<file path="src/rtl/tmr16_pkg.sv">
package tmr16_pkg;

  typedef enum logic [1:0] {
    ADR_CTRL = 2'd0,
    ADR_LO   = 2'd1,
    ADR_HI   = 2'd2,
    ADR_STAT = 2'd3
  } addr_e;

  localparam int unsigned CB_RUN  = 0;
  localparam int unsigned CB_EXT  = 3;
  localparam int unsigned CB_PS   = 4;
  localparam int unsigned CB_BUF  = 7;
  localparam int unsigned PS_SEL_W = 2;

  typedef struct packed {
    logic                buf_mode;
    logic [PS_SEL_W-1:0] ps_sel;
    logic                ext_src;
    logic                run;
  } ctrl_t;

endpackage

</file>
<file path="src/rtl/tmr16_presc.sv">
module tmr16_presc #(
  parameter int unsigned SEL_W = 2
) (
  input  logic             clk,
  input  logic             rst_n,
  input  logic             clr,
  input  logic             pulse,
  input  logic [SEL_W-1:0] sel,
  output logic             tick,
  output logic [(1<<SEL_W)-2:0] phase
);
  localparam int unsigned PC_W = (1 << SEL_W) - 1;

  logic [PC_W-1:0] cnt_q, cnt_d, mask;

  always_comb begin
    for (int i = 0; i < PC_W; i++) begin
      mask[i] = (i < int'(sel));
    end
  end

  assign tick = pulse && ((cnt_q & mask) == mask);

  always_comb begin
    cnt_d = cnt_q;
    if (clr) begin
      cnt_d = '0;
    end else if (pulse) begin
      cnt_d = tick ? '0 : cnt_q + 1'b1;
    end
  end

  always_ff @(posedge clk or negedge rst_n) begin
    if (!rst_n) cnt_q <= '0;
    else        cnt_q <= cnt_d;
  end

  assign phase = cnt_q;
endmodule

</file>
<file path="src/rtl/tmr16_core.sv">
module tmr16_core #(
  parameter int unsigned BUS_W = 8
) (
  input  logic               clk,
  input  logic               rst_n,
  input  logic               tick,
  input  logic [1:0]         ld_en,
  input  logic [2*BUS_W-1:0] ld_val,
  input  logic               ovf_clr,
  output logic [2*BUS_W-1:0] count,
  output logic               ovf
);
  localparam int unsigned CNT_W = 2 * BUS_W;

  logic [CNT_W-1:0] cnt_q, cnt_d, loaded;
  logic             ovf_q, ovf_d, wrap;

  for (genvar g = 0; g < 2; g++) begin : g_lane
    assign loaded[g*BUS_W +: BUS_W] = ld_en[g] ? ld_val[g*BUS_W +: BUS_W]
                                               : cnt_q[g*BUS_W +: BUS_W];
  end

  always_comb begin
    cnt_d = cnt_q;
    wrap  = 1'b0;
    if (|ld_en) begin
      cnt_d = loaded;
    end else if (tick) begin
      cnt_d = cnt_q + 1'b1;
      wrap  = &cnt_q;
    end
  end

  always_comb begin
    ovf_d = ovf_q;
    if (wrap)         ovf_d = 1'b1;
    else if (ovf_clr) ovf_d = 1'b0;
  end

  always_ff @(posedge clk or negedge rst_n) begin
    if (!rst_n) begin
      cnt_q <= '0;
      ovf_q <= 1'b0;
    end else begin
      cnt_q <= cnt_d;
      ovf_q <= ovf_d;
    end
  end

  assign count = cnt_q;
  assign ovf   = ovf_q;
endmodule

</file>
<file path="src/rtl/tmr16_regs.sv">
module tmr16_regs
  import tmr16_pkg::*;
#(
  parameter int unsigned BUS_W = 8
) (
  input  logic               clk,
  input  logic               rst_n,
  input  logic               wr,
  input  logic               rd,
  input  logic [1:0]         addr,
  input  logic [BUS_W-1:0]   wdata,
  input  logic [2*BUS_W-1:0] count,
  input  logic               ovf,
  output ctrl_t              ctrl,
  output logic [BUS_W-1:0]   hbuf,
  output logic [1:0]         ld_en,
  output logic [2*BUS_W-1:0] ld_val,
  output logic               presc_clr,
  output logic               ovf_clr,
  output logic [BUS_W-1:0]   rdata
);
  ctrl_t            ctrl_q, ctrl_d;
  logic [BUS_W-1:0] hbuf_q, hbuf_d;
  logic             wr_ctrl, wr_lo, wr_hi, wr_stat, rd_lo;
  logic [BUS_W-1:0] ctrl_rd;

  assign wr_ctrl = wr && (addr == ADR_CTRL);
  assign wr_lo   = wr && (addr == ADR_LO);
  assign wr_hi   = wr && (addr == ADR_HI);
  assign wr_stat = wr && (addr == ADR_STAT);
  assign rd_lo   = rd && (addr == ADR_LO);

  always_comb begin
    ctrl_d = ctrl_q;
    if (wr_ctrl) begin
      ctrl_d.buf_mode = wdata[CB_BUF];
      ctrl_d.ps_sel   = wdata[CB_PS +: PS_SEL_W];
      ctrl_d.ext_src  = wdata[CB_EXT];
      ctrl_d.run      = wdata[CB_RUN];
    end
  end

  always_comb begin
    hbuf_d = hbuf_q;
    if (ctrl_q.buf_mode) begin
      if (wr_hi)      hbuf_d = wdata;
      else if (rd_lo) hbuf_d = count[2*BUS_W-1:BUS_W];
    end
  end

  always_comb begin
    ld_en = 2'b00;
    if (wr_lo)                         ld_en = ctrl_q.buf_mode ? 2'b11 : 2'b01;
    else if (wr_hi && !ctrl_q.buf_mode) ld_en = 2'b10;
  end

  assign ld_val    = {(ctrl_q.buf_mode ? hbuf_q : wdata), wdata};
  assign presc_clr = wr_lo;
  assign ovf_clr   = wr_stat && !wdata[0];

  always_comb begin
    ctrl_rd = '0;
    ctrl_rd[CB_BUF]            = ctrl_q.buf_mode;
    ctrl_rd[CB_PS +: PS_SEL_W] = ctrl_q.ps_sel;
    ctrl_rd[CB_EXT]            = ctrl_q.ext_src;
    ctrl_rd[CB_RUN]            = ctrl_q.run;
  end

  always_comb begin
    unique case (addr)
      ADR_CTRL: rdata = ctrl_rd;
      ADR_LO:   rdata = count[BUS_W-1:0];
      ADR_HI:   rdata = ctrl_q.buf_mode ? hbuf_q : count[2*BUS_W-1:BUS_W];
      default:  rdata = {{(BUS_W-1){1'b0}}, ovf};
    endcase
  end

  always_ff @(posedge clk or negedge rst_n) begin
    if (!rst_n) begin
      ctrl_q <= '0;
      hbuf_q <= '0;
    end else begin
      ctrl_q <= ctrl_d;
      hbuf_q <= hbuf_d;
    end
  end

  assign ctrl = ctrl_q;
  assign hbuf = hbuf_q;
endmodule

</file>
<file path="src/rtl/tmr16_timer.sv">
module tmr16_timer
  import tmr16_pkg::*;
#(
  parameter int unsigned BUS_W = 8
) (
  input  logic             clk,
  input  logic             rst_n,
  input  logic             bus_wr,
  input  logic             bus_rd,
  input  logic [1:0]       bus_addr,
  input  logic [BUS_W-1:0] bus_wdata,
  output logic [BUS_W-1:0] bus_rdata,
  input  logic             ext_tick,
  input  logic             count_gate,
  output logic             ovf_flag
);
  localparam int unsigned CNT_W = 2 * BUS_W;
  localparam int unsigned PH_W  = (1 << PS_SEL_W) - 1;

  logic [1:0]       rst_sync;
  logic             rst_q;
  ctrl_t            ctrl;
  logic [BUS_W-1:0] hbuf;
  logic [1:0]       ld_en;
  logic [CNT_W-1:0] ld_val, count;
  logic             presc_clr, ovf_clr, ovf, pulse, tick;
  logic [PH_W-1:0]  phase;

  always_ff @(posedge clk or negedge rst_n) begin
    if (!rst_n) rst_sync <= 2'b00;
    else        rst_sync <= {rst_sync[0], 1'b1};
  end
  assign rst_q = rst_sync[1];

  assign pulse = ctrl.run && count_gate && (ctrl.ext_src ? ext_tick : 1'b1);

  tmr16_regs #(.BUS_W(BUS_W)) u_regs (
    .clk(clk), .rst_n(rst_q), .wr(bus_wr), .rd(bus_rd), .addr(bus_addr),
    .wdata(bus_wdata), .count(count), .ovf(ovf), .ctrl(ctrl), .hbuf(hbuf),
    .ld_en(ld_en), .ld_val(ld_val), .presc_clr(presc_clr), .ovf_clr(ovf_clr),
    .rdata(bus_rdata)
  );

  tmr16_presc #(.SEL_W(PS_SEL_W)) u_presc (
    .clk(clk), .rst_n(rst_q), .clr(presc_clr), .pulse(pulse),
    .sel(ctrl.ps_sel), .tick(tick), .phase(phase)
  );

  tmr16_core #(.BUS_W(BUS_W)) u_core (
    .clk(clk), .rst_n(rst_q), .tick(tick), .ld_en(ld_en), .ld_val(ld_val),
    .ovf_clr(ovf_clr), .count(count), .ovf(ovf)
  );

  assign ovf_flag = ovf;
endmodule

</file>
<file path="config.mk">
export PLATFORM = sky130hd
export DESIGN_NAME = tmr16_timer
export DESIGN_NICKNAME = d
export VERILOG_FILES = /design/src/rtl/tmr16_pkg.sv /design/src/rtl/tmr16_presc.sv /design/src/rtl/tmr16_core.sv /design/src/rtl/tmr16_regs.sv /design/src/rtl/tmr16_timer.sv
export SDC_FILE = /design/constraint.sdc
export NUM_CORES = 1
export LEC_CHECK = 0
export BUFFER_PORTS_ARGS = -buffer_cell sky130_fd_sc_hd__buf_4
export CAP_MARGIN = 10
export CORE_AREA = 4 4 84 102
export DETAILED_ROUTE_END_ITERATION = 10
export DIE_AREA = 0 0 88 106
export PLACE_DENSITY = 0.52
export SLEW_MARGIN = 20
export SYNTH_ARGS = -nofsm -noshare
export SYNTH_HDL_FRONTEND = slang
export SYNTH_SLANG_ARGS = --single-unit
</file>
<file path="constraint.sdc">
create_clock -name clk -period 1.9 [get_ports clk]
set_clock_uncertainty 0.1 [all_clocks]
set_input_delay 0.38 -clock clk [delete_from_list [all_inputs] [get_ports clk]]
set_output_delay 0.38 -clock clk [all_outputs]
set_load 0.1 [all_outputs]
</file>
; ---- Yosys cells after proc, flatten, opt, wreduce, memory -nomap -nowiden
; Index checks and enable logic that the tools add are counted.
[totals]
ff_bits = 35
latchBits = 0
ram_bits = 0
mem_bits_ro = 0
input_bits = 16
out_inout_bits = 9
wordCells = 64
mem_count = 0
[classes]
n_addsub = 2
multipliers = 0
div = 0
order_cmp = 3
eq_ne = 6
shifts = 0
mux = 20
n_bitwise = 1
n_reduce_logical = 22
[op_table]
columns = cell, count
row1 = $mux 8, 6
row2 = $mux 16, 2
row3 = $pmux 8 s3, 1
row4 = $add 16x1->16 const B, 1
row5 = $reduce_and 16->1, 1
row6 = $logic_and 1x1->1, 10
row7 = $mux 3, 3
row8 = $reduce_bool 2->1, 4
row9 = $mux 2, 3
row10 = $reduce_and 2->1, 3
row11 = $mux 1, 5
row12 = $eq 2x2->1 const B, 2
row13 = $lt 1x2->1 const A, 2
row14 = $ne 2x1->1 const B, 2
row15 = $add 3x1->3 const B, 1
row16 = $and 3x3->3, 1
row17 = $eq 3x3->1, 1
row18 = $eq 2x1->1 const B, 1
row19 = $logic_not 1->1, 2
row20 = $logic_not 2->1, 1
row21 = $lt 2x2->1 const A, 1
row22 = $reduce_or 2->1, 1

; ---- Logic depth before layout (Yosys ltp)
; Gate-level depths: netlist (run 1).
[logic_depth]
word_depth = 8
depth_mapped = 7
ltp_nobuf = 6

; ---- By module
; A second synthesis (run 1) with hierarchy kept.
[hier_totals]
hier_cells = 224
area_unflattened_um2 = 2397.3
[by_module_without_submodules]
columns = mod, instances, cells_per_inst, area_each_um2, seq_area_each_um2
row1 = tmr16_regs, 1, 91, 1079.8, 325.3
row2 = tmr16_core, 1, 107, 1041.0, 425.4
row3 = tmr16_presc, 1, 20, 206.4, 75.1
row4 = tmr16_timer, 1, 6, 70.1, 50.0

; ---- Least setup slack after synthesis (run 1)
; Ideal clock, no wire load.
[synth_timing]
path_kind = reg2out
startpoint = register u_regs.ctrl_q (netlist bit u_regs.ctrl[4])
endpoint = output port bus_rdata[1]
arrival_time_ps = 3164
required_ps = 1420
path_slack_ps = -1744
path_stages_with_launch = 6
cell_sequence = dfrtp_1 > buf_2 > buf_2 > buf_2 > mux2i_1 > o21ai_0
[synth_via]
elab_chain_len = 2
[synth_rtl]
columns = element, line
row1 = "start, declared", tmr16_regs.sv:22  ; ctrl_t ctrl_q, ctrl_d;
row2 = "start signal, assigned", tmr16_regs.sv:83  ; ctrl_q <= ctrl_d;
row3 = $mux 8, tmr16_regs.sv:73  ; ADR_HI: rdata = ctrl_q.buf_mode ? hbuf_q : count[2*BUS_W-1:BUS_W];
row4 = $pmux 8 s3, tmr16_regs.sv:70  ; unique case (addr)
row5 = "end, declared", tmr16_timer.sv:12  ; output logic [BUS_W-1:0] bus_rdata,
; Every way passes these cells.

; ---- Worst setup path in the final report (run 1)
[layout_timing]
startpoint = register u_regs.ctrl_q (netlist bit u_regs.ctrl[4])
endpoint = register u_core.cnt_q[5], in the netlist u_core.count[5]
[layout_via]
elab_chain_len = 7
elab_cells_between_ends = 10
[layout_rtl]
columns = element, line
row1 = $logic_not 1->1, tmr16_regs.sv:54  ; else if (wr_hi && !ctrl_q.buf_mode) ld_en = 2'b10;
row2 = $logic_and 1x1->1, tmr16_regs.sv:54
row3 = $mux 2, tmr16_regs.sv:54
row4 = $mux 2 *, tmr16_regs.sv:53  ; if (wr_lo) ld_en = ctrl_q.buf_mode ? 2'b11 : 2'b01;
row5 = $reduce_or 2->1 *, tmr16_core.sv:26  ; if (|ld_en) begin
row6 = $ne 2x1->1 (no line) / $reduce_bool 2->1 (equally long branches), --
row7 = $reduce_and 2->1 (no line), --
row8 = "end signal, assigned", tmr16_core.sv:45  ; cnt_q <= cnt_d;
row9 = "end, declared", tmr16_core.sv:15  ; logic [CNT_W-1:0] cnt_q, cnt_d, loaded;
; Mark *: on every way between the ends. The rest lies on a longest branch, timed or not.
; A chain may end at the register's enable or synchronous reset.

==> metrics.md, run 1 <==
| Metric | Value |
|---|---|
| Fin. max-slew vios | 0 |
| Sequential share of power | between 30% and 40% |
| Synth Warn # | 0 |
| Area contributors post-synth | dfrtp_1 (36%), mux2i_1 (9.4%), nand2_1 (6.6%), o21ai_1 (3.9%), o211ai_2 (3.6%) |
| Die Height | 106 um |
| Synth unique cells | 52 |
| Post-place instance area | around 3100 sq um |
| Clk pwr share | 14.6% |
| Internal power | ~2100 uW |
| Initial core utilization | approximately a third |
| FFs w/ async S/R, synth | 100% |
| Fin crit share | 111% |
| DR WL/cell | around 19 um |
| Setup WS post-layout | -0.211 ns |
| Hold Fails Final Rpt | 0 |
| Max VDD drop | 0.546 mV |
| Via count | between 2000 and 2500 |
| CP Class | reg -> reg |
| CP arrival | 2.19 ns |
| Syn_area_per_cell | 8.91 sq um |
| First-pass GRT wire length | approximately 13000 um |
| Switch share | about 44% |
| Clock root cell | clkbuf_8 |
| Worst-path cell chain | buf_6 > buf_12 > buf_12 > nor3b_4 > o21ai_4 > a31o_4 > buf_6 > a21oi_2 > a21oi_2 |
| Initial antenna violation count | 0 |
| Max-cap violations | 0 |
| Reg clk slew, reported paths | about 0.08 ns |
| Register area share after synthesis | between 30% and 40% |
| CP Capture Type | register |
| CTS Sinks | 35 |
| H-Tree Depth | 2 |
| Layout cell share with drive strength beyond 1 | between 40 and 50% |
| FMAX | between 400 and 500 MHz |
| Die ar. | around 9300 sq um |
| Slowest cell delay on critical path | between 0.4 and 0.5 ns |
| Die width | around 88 um |
| Largest net degree at the start of global routing | 34 |
| Worst EP required | approximately 2.0 ns |
| Synth Instances | around 280 |
| CP bufs+invs | 4 |
| Max clock buf depth | 2 |
| Total gr overflow | 0 |
| First-pass iteration count of the detailed router | 4 |
| Layout area overhead | 48.3% |
| Filler instances | about 730 |
| CP max stage cell | dfrtp_2 |
| Reg2reg setup slack | -0.21 ns |
| RSZ-0062 raised after global routing | true |
| Clk_lat worst skew | about 0.29 ns |
| Post-synth top area cell | dfrtp_1 |
| Setup WS pre-CTS | -0.0111 ns |
| Cell with the most instances after synthesis | nand2_1 |
| Core area | about 7600 sq um |
| Final instance area | ~3600 sq um |
| Hold WS | between 0.15 and 0.2 ns |
| Worst hold path class | reg -> async |
| Area share of the largest cell type after synthesis | between 30 and 40% |
| I/O pins | 25 |
| Ant. Diodes | 0 |
| Drt drc | 0 |
| CTS tree | built |
| Post-synth EDFFs | 0 |
| GRT Util Overall | between 10% and 20% |
| Final GP Congestion | around 0.86 |
| Worst Path Max Fanout | 5 |
| Net Switching | 1700 uW |
| Seq. cell area | ~900 sq um |
| Iter 0 DRT Violations | 131 |
| Status | finished with violations |
| Multi-input logic area | roughly 1800 sq um |
| Final WL | 8230 um |
| Synth Register Bits | 35 |
| Commonest cells post-synth | nand2_1 (43), dfrtp_1 (35), mux2i_1 (23) |
| Net count after synthesis | just under 300 |
| Number of setup violations in the final report | 24 |
| Vias in the first global route | approximately 2500 |
| Delay-heaviest family, CP | compound AO/OA/AOI/OAI gates |
| DPL Wire Length | around 6000 um |
| Startpoint Class | register |
| Row count | 35 |
| Final worst path period need | between 2 and 2.5 ns |
| Nets | 363 |
| Failing checks | setup timing |
| Routed Antenna Nets | 0 |
| Ys flop type | dfrtp_1 |
| Comb pwr share | roughly 54% |
| Buffers on Ports | 24 |
| TritonCTS Buffers | 5 |
| Post-synthesis cell area | 2460 sq um |
| Pleak | roughly 0.0016 uW |
| Via/cell ratio | about 5.6 |
| P per Cell Area | about 1100 nW/um^2 |
==> cells by family (layout without fill, tap and decap cells) <==
logic type	count (synthesis)	count (layout)	share of synthesized area, %
AO/OA/AOI/OAI	95	95	28.1
AND/OR/NAND/NOR	90	90	18.4
flip-flops	35	35	35.6
multiplexers	29	29	12.6
buffers and inverters	24	94	4.17
adder cells (fa/ha/maj)	2	2	1.02
other	1	1	0.153
==> path summary, 6_finish.rpt <==
kind / startpoint / endpoint / cells past startpoint
worst min-delay path: rst_sync[1] / u_regs.hbuf[0] / 1
min in group clk: bus_wdata[0] / u_regs.ctrl[0] / 2
worst max register to register: u_regs.ctrl[4] / u_core.count[5] / 9
worst max-delay path: u_regs.ctrl[4] / u_core.count[5] / 9
worst min register to register: rst_sync[1] / u_regs.hbuf[0] / 1
max in group asynchronous: rst_sync[1] / u_core.count[1] / 1
==> state kept, by name, summed over array words and instances, names as in the netlist <==
register,flops
u_core.count,16
u_regs.hbuf,8
rst_sync,2
u_presc.phase,3
u_core.ovf,1
u_regs.ctrl,5
==> layout by cell type, fill, tap and decap left out, types with 7 or more instances in the layout <==
cell type / count
dfrtp_1: 32
o21ai_1: 15
buf_4: 57
o2111ai_1: 7
a21oi_1: 10
mux2i_1: 17
buf_6: 9
buf_12: 11
nand2_1: 43
o211ai_2: 7
nand3_1: 14
==> layout make-up <==
| cell class | instances | area share (%) |
|---|---|---|
| Clock inverter | 3 | 0.412 |
| Tap cell | 92 | 3.16 |
| Timing Repair Buffer | 78 | 20.8 |
| Inverter | 8 | 0.824 |
| Clock buffer | 5 | 1.89 |
| Multi-Input combinational cell | 217 | 48.8 |
| Sequential cell | 35 | 24.1 |
==> timing repair <==
| item | 4_1_cts | 5_1_grt |
|---|---|---|
| setup endpoints to repair | 8 | 25 |
| pin swaps | 7 | 11 |
| buffers inserted | 5 | 5 |
| gates resized for setup | 48 | 29 |
| endpoints found under the hold margin | 2 | 0 |
| hold buffers | 1 | 0 |
==> metal layers <==
metal / GRT usage (%) / up-vias / share of wire, %
li1: - / 1174 / -
met1: 23.4 / 1211 / 42
met2: 31.0 / 72 / 52
met3: 2.95 / 14 / 4.2
met4: 5.15 / 0 / 1.8
met5: 0 / - / 0
==> power by group through the flow <==
stage / combinational, uW / clock, uW / sequential [uW]
2_1_floorplan: 1180 / 0 / 1140
3_3_place_gp: 1670 / 0 / 1160
3_5_place_dp: 1680 / 0 / 1160
4_1_cts: 1960 / 574 / 1170
5_1_grt: 2220 / 606 / 1230
6_report: 2080 / 558 / 1190
==> per-stage QoR <==
step	TNS [ns]	std cells	total power [uW]	utilization (%)
after CTS	-1.54	433	3700	45.9
after detailed placement	-0.0111	419	2840	41.1
final	-2.70	438	3830	48.1
after global routing	-4.57	438	4050	48.1
after global placement	-0.00713	419	2830	41.1
after floorplan	-0.682	276	2320	-
Power figures use the tool's default switching activity.
==> run 2, diff against run 1 <==
- PLACE_DENSITY: 0.52 -> 0.5
==> run 2 against run 1 <==
Net effect:
- the run still ends with setup timing left
- sequential power about the same
- combinational power about the same
- count of clock-buffer cells in the layout unchanged
- sequential share of layout area decreased by 0.61 points
- critical path depth decreased by 5
- via count about the same
- largest power group unchanged
- first-iteration DRC count decreased by 4.6%
- die area unchanged
- wire length about the same
==> metrics.md, run 2 (synthesized netlist as in run 1, its figures left out) <==
| Metric | Value |
|---|---|
| Status | finished with violations |
| Failing checks | setup timing |
| TritonCTS Buffers | 5 |
| First-pass iteration count of the detailed router | 4 |
| Internal power | 2400 uW |
| Max clock buf depth | 2 |
| Worst EP required | 1.42 ns |
| Nets | roughly 370 |
| Max FFs per register | 16 |
| Final GP Congestion | approximately 0.9 |
| Worst Path Max Fanout | 5 |
| Multi-input logic area | 1740 sq um |
| CP bufs+invs | 1 |
| Via count | 2472 |
| Placed cells | approximately 420 |
| Net Switching | around 1700 uW |
| Largest net degree at the start of global routing | 34 |
| Switch share | between 40% and 50% |
| Slowest cell delay on critical path | 0.49 ns |
| Routed Antenna Nets | 0 |
| CP Class | reg -> out |
| RSZ-0062 raised after global routing | true |
| Die width | around 88 um |
| Ant. Diodes | 0 |
| DPL Wire Length | 6000 um |
| Clock root cell | clkbuf_8 |
| Total gr overflow | 0 |
| Most frequent cells in the layout | buf_4 (69), nand2_1 (41), dfrtp_1 (32), mux2i_1 (19), o21ai_1 (16) |
| Finished Layout Cells | around 450 |
| Reg clk slew, reported paths | ~0.080 ns |
| Initial core utilization | ~32% |
| Row count | 35 |
| Commonest non-fill, non-tap cell in the layout | buf_4 |
| Worst-path cell chain | nand2_2 > o21ai_2 > mux4_2 > buf_12 |
| H-Tree Depth | 2 |
| Layout area overhead | 52.1% |
| I/O pins | 25 |
| Delay-heaviest family, CP | multiplexers |
| Layout cell share with drive strength beyond 1 | 44.3% |
| Max-cap violations | 0 |
| Fin. max-slew vios | 0 |
| Core area | 7580 sq um |
| Setup WS post-layout | -0.174 ns |
| Sequential share of power | 28.7% |
| Drt drc | 0 |
| Startpoint Class | register |
| Number of setup violations in the final report | 21 |
| Seq. cell area | 880 sq um |
| Pleak | ~0.0016 uW |
| Final WL | 8230 um |
| Iter 0 DRT Violations | 125 |
| P per Cell Area | 1090 nW/um^2 |
| CP Capture Type | primary output |
| Vias in the first global route | roughly 2500 |
| Comb pwr share | about half |
| First-pass GRT wire length | 13100 um |
| Clk pwr share | between 20 and 25% |
| DR WL/cell | between 15 and 20 um |
| Worst hold path class | reg -> async |
| Max VDD drop | just under 0.6 mV |
| Clk_lat worst skew | around 0.3 ns |
| Initial antenna violation count | 0 |
| Die ar. | 9330 sq um |
| CTS Sinks | 35 |
| Filler instances | roughly 700 |
| CP max stage cell | mux4_2 |
| GRT Util Overall | 18.2% |
| Hold Fails Final Rpt | 0 |
| Via/cell ratio | 5.51 |
| Power, Total | just over 4000 uW |
| Fin crit share | 109% |
| CTS tree | built |
| Die Height | 106 um |
| CP arrival | 1.59 ns |
| Final worst path period need | about 2.1 ns |
| FMAX | slightly below 500 MHz |
| Buffers on Ports | 24 |
[run 2: cell count changes in the layout (fill, tap and decap cells not counted), sizes merged]
cell,before,now
bufinv,0,2
clkinvlp,0,1
clkinv,3,0
buf,77,88
[run 2: stage by stage]
step / cell area [sq um] / setup TNS [ns] / util [%] / setup slack [ns] / hold slack [ns]
final: 3740 / -1.75 / 49.4 / -0.174 / 0.186
after global routing: 3740 / -2.91 / 49.4 / -0.218 / 0.235
after CTS: 3520 / -0.827 / 46.5 / -0.191 / 0.212
after detailed placement: 3170 / -0.0551 / 41.8 / -0.0252 / 0.0645
after global placement: 3170 / 0 / 41.8 / 0.00994 / 0.0640
after floorplan: 2580 / -0.682 / - / -0.156 / -0.0156
[run 2: metal layers]
layer	global-route usage, %	wire [um]	vias to the layer above
li1	-	-	1198
met1	24.1	3700	1203
met2	29.5	3980	55
met3	2.79	367	16
met4	6.58	174	0
met5	0	0	-
[run 2: final timing paths]
check | from | end | slack, ns | cells past startpoint
hold / removal | rst_sync[1] | u_regs.ctrl[2] | 0.19 | 1
setup reg to reg | u_regs.ctrl[4] | u_core.count[14] | -0.09 | 8
hold reg to reg | rst_sync[1] | u_regs.ctrl[2] | 0.19 | 1
max in group asynchronous | rst_sync[1] | u_core.count[8] | 1.17 | 1
setup / recovery | u_regs.ctrl[4] | bus_rdata[0] | -0.17 | 4
min in group clk | bus_wdata[0] | u_regs.ctrl[0] | 0.23 | 2
[run 2: area by class of cell]
type                            count  share of cell area [%]
Sequential cell                    35                    23.5
Tap cell                           92                    3.08
Multi-Input combinational cell    217                    46.4
Clock inverter                      3                    1.81
Inverter                            8                   0.803
Clock buffer                        5                    1.84
Timing Repair Buffer               89                    22.5
[run 2: power by group through the flow]
| stage | registers, uW | clock network (uW) | logic (uW) |
|---|---|---|---|
| 6_report | 1170 | 833 | 2080 |
| 5_1_grt | 1190 | 882 | 2230 |
| 4_1_cts | 1160 | 860 | 1940 |
| 3_5_place_dp | 1160 | 0 | 1720 |
| 3_3_place_gp | 1160 | 0 | 1700 |
| 2_1_floorplan | 1140 | 0 | 1180 |
[run 2: repair_timing]
item	CTS	global route
hold buffers	1	0
setup endpoints to repair	9	24
hold endpoints to repair	2	0
resized for setup	39	31
buffers inserted	7	10
pin swaps	9	9
